## src/rtl/tstreg_pkg.sv

```systemverilog
package tstreg_pkg;

  typedef enum logic [1:0] {
    MODE_SCAN = 2'b00,
    MODE_SEED = 2'b01,
    MODE_LFSR = 2'b10,
    MODE_LOAD = 2'b11
  } modeT;

  typedef struct packed {
    logic clear;
    logic seedLoad;
    logic shiftEn;
    logic lfsrEn;
    logic parLoad;
  } strobeT;

endpackage

```

## src/rtl/tstreg_ctrl.sv

```systemverilog
module tstreg_ctrl
  import tstreg_pkg::*;
(
  input  logic       rst,
  input  logic [1:0] mode,
  output strobeT     strobe
);

  always_comb begin
    strobe = '0;
    if (rst) begin
      strobe.clear = 1'b1;
    end else begin
      unique case (modeT'(mode))
        MODE_SCAN: strobe.shiftEn  = 1'b1;
        MODE_SEED: strobe.seedLoad = 1'b1;
        MODE_LFSR: strobe.lfsrEn   = 1'b1;
        MODE_LOAD: strobe.parLoad  = 1'b1;
        default:   strobe          = '0;
      endcase
    end
  end

endmodule

```

## src/rtl/tstreg_dp.sv

```systemverilog
module tstreg_dp
  import tstreg_pkg::*;
#(
  parameter int unsigned WIDTH = 8,
  parameter logic [WIDTH-1:0] POLY = 8'h1D,
  parameter logic [WIDTH-1:0] SEED = 8'h01
) (
  input  logic             clk,
  input  strobeT           strobe,
  input  logic [WIDTH-1:0] parIn,
  input  logic             scanIn,
  output logic [WIDTH-1:0] state
);

  localparam int unsigned MSB = WIDTH - 1;

  logic             feedback;
  logic [WIDTH-1:0] lfsrNext;
  logic [WIDTH-1:0] shiftNext;
  logic [WIDTH-1:0] stateNext;

  assign feedback = state[MSB];

  genvar i;
  generate
    for (i = 0; i < WIDTH; i++) begin : gStage
      if (i == 0) begin : gLow
        assign lfsrNext[i]  = (feedback & POLY[i]) ^ parIn[i];
        assign shiftNext[i] = scanIn;
      end else begin : gUpper
        assign lfsrNext[i]  = state[i-1] ^ (feedback & POLY[i]) ^ parIn[i];
        assign shiftNext[i] = state[i-1];
      end
    end
  endgenerate

  always_comb begin
    stateNext = state;
    if (strobe.clear)         stateNext = '0;
    else if (strobe.seedLoad) stateNext = SEED;
    else if (strobe.shiftEn)  stateNext = shiftNext;
    else if (strobe.lfsrEn)   stateNext = lfsrNext;
    else if (strobe.parLoad)  stateNext = parIn;
  end

  always_ff @(posedge clk) begin
    state <= stateNext;
  end

endmodule

```

## src/rtl/tstreg_top.sv

```systemverilog
module tstreg_top
  import tstreg_pkg::*;
#(
  parameter int unsigned WIDTH = 8,
  parameter logic [WIDTH-1:0] POLY = 8'h1D,
  parameter logic [WIDTH-1:0] SEED = 8'h01
) (
  input  logic             clk,
  input  logic             rst,
  input  logic [1:0]       mode,
  input  logic [WIDTH-1:0] parIn,
  input  logic             scanIn,
  output logic [WIDTH-1:0] parOut,
  output logic             scanOut
);

  strobeT           strobe;
  logic [WIDTH-1:0] state;

  tstreg_ctrl uCtrl (
    .rst    (rst),
    .mode   (mode),
    .strobe (strobe)
  );

  tstreg_dp #(
    .WIDTH (WIDTH),
    .POLY  (POLY),
    .SEED  (SEED)
  ) uDp (
    .clk    (clk),
    .strobe (strobe),
    .parIn  (parIn),
    .scanIn (scanIn),
    .state  (state)
  );

  assign parOut  = state;
  assign scanOut = state[WIDTH-1];

endmodule

```

## config.mk

```make
export PLATFORM = sky130hd
export DESIGN_NAME = tstreg_top
export DESIGN_NICKNAME = d
export VERILOG_FILES = /design/src/rtl/tstreg_pkg.sv /design/src/rtl/tstreg_ctrl.sv /design/src/rtl/tstreg_dp.sv /design/src/rtl/tstreg_top.sv
export SDC_FILE = /design/constraint.sdc
export NUM_CORES = 1
export LEC_CHECK = 0
export ABC_AREA = 1
export BUFFER_PORTS_ARGS = -buffer_cell sky130_fd_sc_hd__buf_2
export CAP_MARGIN = 20
export CORE_MARGIN = 5
export CORE_UTILIZATION = 40
export DETAILED_ROUTE_END_ITERATION = 8
export GPL_TIMING_DRIVEN = 0
export PLACE_DENSITY = 0.75
export SYNTH_ARGS = -nofsm -noshare
export SYNTH_HDL_FRONTEND = slang
export SYNTH_SLANG_ARGS = --single-unit
```

## constraint.sdc

```tcl
create_clock -name clk -period 2.06 [get_ports clk]
set_input_delay 0 -clock clk [delete_from_list [all_inputs] [get_ports clk]]
set_output_delay 0 -clock clk [all_outputs]
set_load 0.1 [all_outputs]
```

==> results.cfg <==
[final_layout]
layout-drive-gt1-share_pct = 27.27
reg.largest.list = uDp.state x8
top_register = uDp.state
syn_to_final_growth_pct = 31.82
fillerInstances = 130
antenna_cells = 0
largest_reg_flops = 8
layout.nets = 125
fin_area_um2 = 689.4
final_core_util_pct = 54.34

[routing]
via_count = 582
drcViolationCount = 0
first_iter_violations = 12
ant_nets = 0
via_per_inst = 4.656
dr.pass1.iters = 4
wl_um = 1253
wire_per_inst_um = 10.02

[power]
p_switching_mw = 0.1943
power_mw = 0.4673
leakage_nw = 0.4070
p_clk_share_pct = 26.1
p_int_mw = 0.2730
p_seq_share_pct = 37.4
power_density_nw_per_um2 = 677.8
combPwrFrac_pct = 36.4
switching_share_pct = 41.59
ir_worst_vdd_mv = 0.2785

[clock_network]
cts_max_path_buffers = 2
cts_setup_buffers = 0
cts_resized = 0
cts-hold-fix-buffers = 2
insertion_delay_ns = 0.25
clk_pin_slew_worst_paths_ns = 0.06
clock-root-buffer = clkbuf_4
cts_tree = built
clkSinkCount = 8
htree_num_levels = 1
cts_made_buffers = 3

[floorplan]
dieArea_um2 = 2131
core_area_um2 = 1269
die_w_um = 46.16
die_h_um = 46.16
start_util_pct = 41.22
ios = 22
rows = 13

[synthesis]
synth_edf_count = 0
seq_area_frac_synth_pct = 30.62
yosys-top-cells-area = dfxtp_1 31%, nand2_1 18%, inv_1 13%, nand3_1 8.6%, o21ai_0 4.8%
async_flop_share_pct = 0
yosys.area.top_type = dfxtp_1
ys_top_cells_by_count = 25 x nand2_1, 18 x inv_1, 9 x nand3_1
syn_area_per_cell_um2 = 6.226
ys_ff_latch = 8
postSynthCellCount = 84
yosys_warnings = 0
syn-cell-area_um2 = 523.0
syn-num-nets = 97
yosysTopAreaCellShare_pct = 30.62
synthDistinctLibCells = 16
synth.most_common_cell = nand2_1
synthFlopType = dfxtp_1

[critical_path]
path_class = register to primary output
cp_slowest_stage_delay_ns = 0.46
cpMaxStageDelayCell = dfxtp_1
crit_required_ns = 2.06
crit_chain = buf_4 -> buf_2
crit_fanout = 8
worstSetupEndpointType = primary output
start_kind = register
worstPathArrival_ns = 1.28

[timing]
hold_viol_final = 0
fin_crit_ns = 1.277
maxSlewViolCount = 0
tns_ns = 0
clock_skew_ns = 0.005786
setup_ws_ns = 0.7831
setup_viol = 0
fmax_ghz = 0.7831
relSlewSlack_pct = 67.10
tightestPinTransition_ns = 0.4969
fin_crit_sh_pct = 61.99
grt_setup_unrepaired = no

[placement]
pre_cts_slack_ns = 0.9780
placed_area_um2 = 646.9
gp_congestion = 0.7333
dp_hpwl_um = 945
port-buffer-count = 21

[min_path]
hp-class = primary input to register

[grt]
antenna_found_initial = 0
grt_usage_pct = 13.13
grt_first_pass_wirelength_um = 2076
grt_pass1_vias = 544
overflow = 0
grt_max_degree = 11

[run_status]
status = finished, final reports clean

[run]
max-cap-violations = 0
## final timing paths
check	cells past startpoint	slack [ns]	to	startpoint
max	2	0.78	parOut[7]	uDp.state[7]$_SDFFE_PP0P_
min	3	0.002	uDp.state[6]$_SDFFE_PP0P_	parIn[6]
max reg2reg	7	0.97	uDp.state[3]$_SDFFE_PP0P_	uDp.state[7]$_SDFFE_PP0P_
min reg2reg	2	0.54	uDp.state[5]$_SDFFE_PP0P_	uDp.state[4]$_SDFFE_PP0P_
## logic make-up (layout without fill, tap and decap cells)
| group | count (synthesis) | count (layout) | synth area share [%] |
|---|---|---|---|
| AOI/OAI and AO/OA | 11 | 11 | 15.31 |
| and+or+nand+nor | 45 | 45 | 37.56 |
| DFF | 8 | 8 | 30.62 |
| buffers and inverters | 20 | 46 | 16.51 |
## layer usage
metal,GRT usage (%),up-vias,part of all wire (%)
li1,-,315,-
met4,6.818,0,2.0
met2,24.45,14,51
met1,14.32,249,42
met3,1.172,4,4.4
met5,0,-,0
## cells in the final DEF, fill, tap and decap left out, drive strengths merged
| master | synthesis | routed |
|---|---|---|
| inv | 18 | 18 |
| nand3 | 9 | 9 |
| a21oi | 2 | 2 |
| dfxtp | 8 | 8 |
| dlygate4sd3 | 0 | 2 |
| a22oi | 3 | 3 |
| nor2 | 6 | 6 |
| nor3b | 1 | 1 |
| a21boi | 1 | 1 |
| clkbuf | 0 | 3 |
| o21ai | 5 | 5 |
| nand2 | 26 | 26 |
| nand4 | 3 | 3 |
| buf | 2 | 23 |
## stage by stage
stage	cells	hold slack [ns]
2_1_floorplan	84	0.06907
3_3_place_gp	120	0.2561
3_5_place_dp	120	0.2604
4_1_cts	125	0.003875
5_1_grt	125	0.03743
6_report	125	0.002187
## critical path: cells and delay by family (launching register included)
family,cells,cell delay (ns)
flip-flops,1,0.46
buffers and inverters,2,0.56
## cell type report
type | instances | area [um2] | share of cell area [%]
flip-flops and latches | 8 | 160.2 | 23.23
plain buffers | 2 | 18.77 | 2.722
multi-input cells | 56 | 276.5 | 40.11
well taps | 15 | 18.77 | 2.722
inverters | 18 | 67.56 | 9.800
repair buffers | 23 | 125.1 | 18.15
clock buffers | 3 | 22.52 | 3.267
## power by group through the flow
stage | Clock [mW] | Sequential, mW | Combinational, mW
floorplan | 0 | 0.252 | 0.0564
global placement | 0 | 0.178 | 0.165
detailed placement | 0 | 0.178 | 0.167
CTS | 0.124 | 0.175 | 0.171
global route | 0.130 | 0.177 | 0.184
finish | 0.122 | 0.175 | 0.170
No activity file was read; power rests on OpenSTA's default activity.
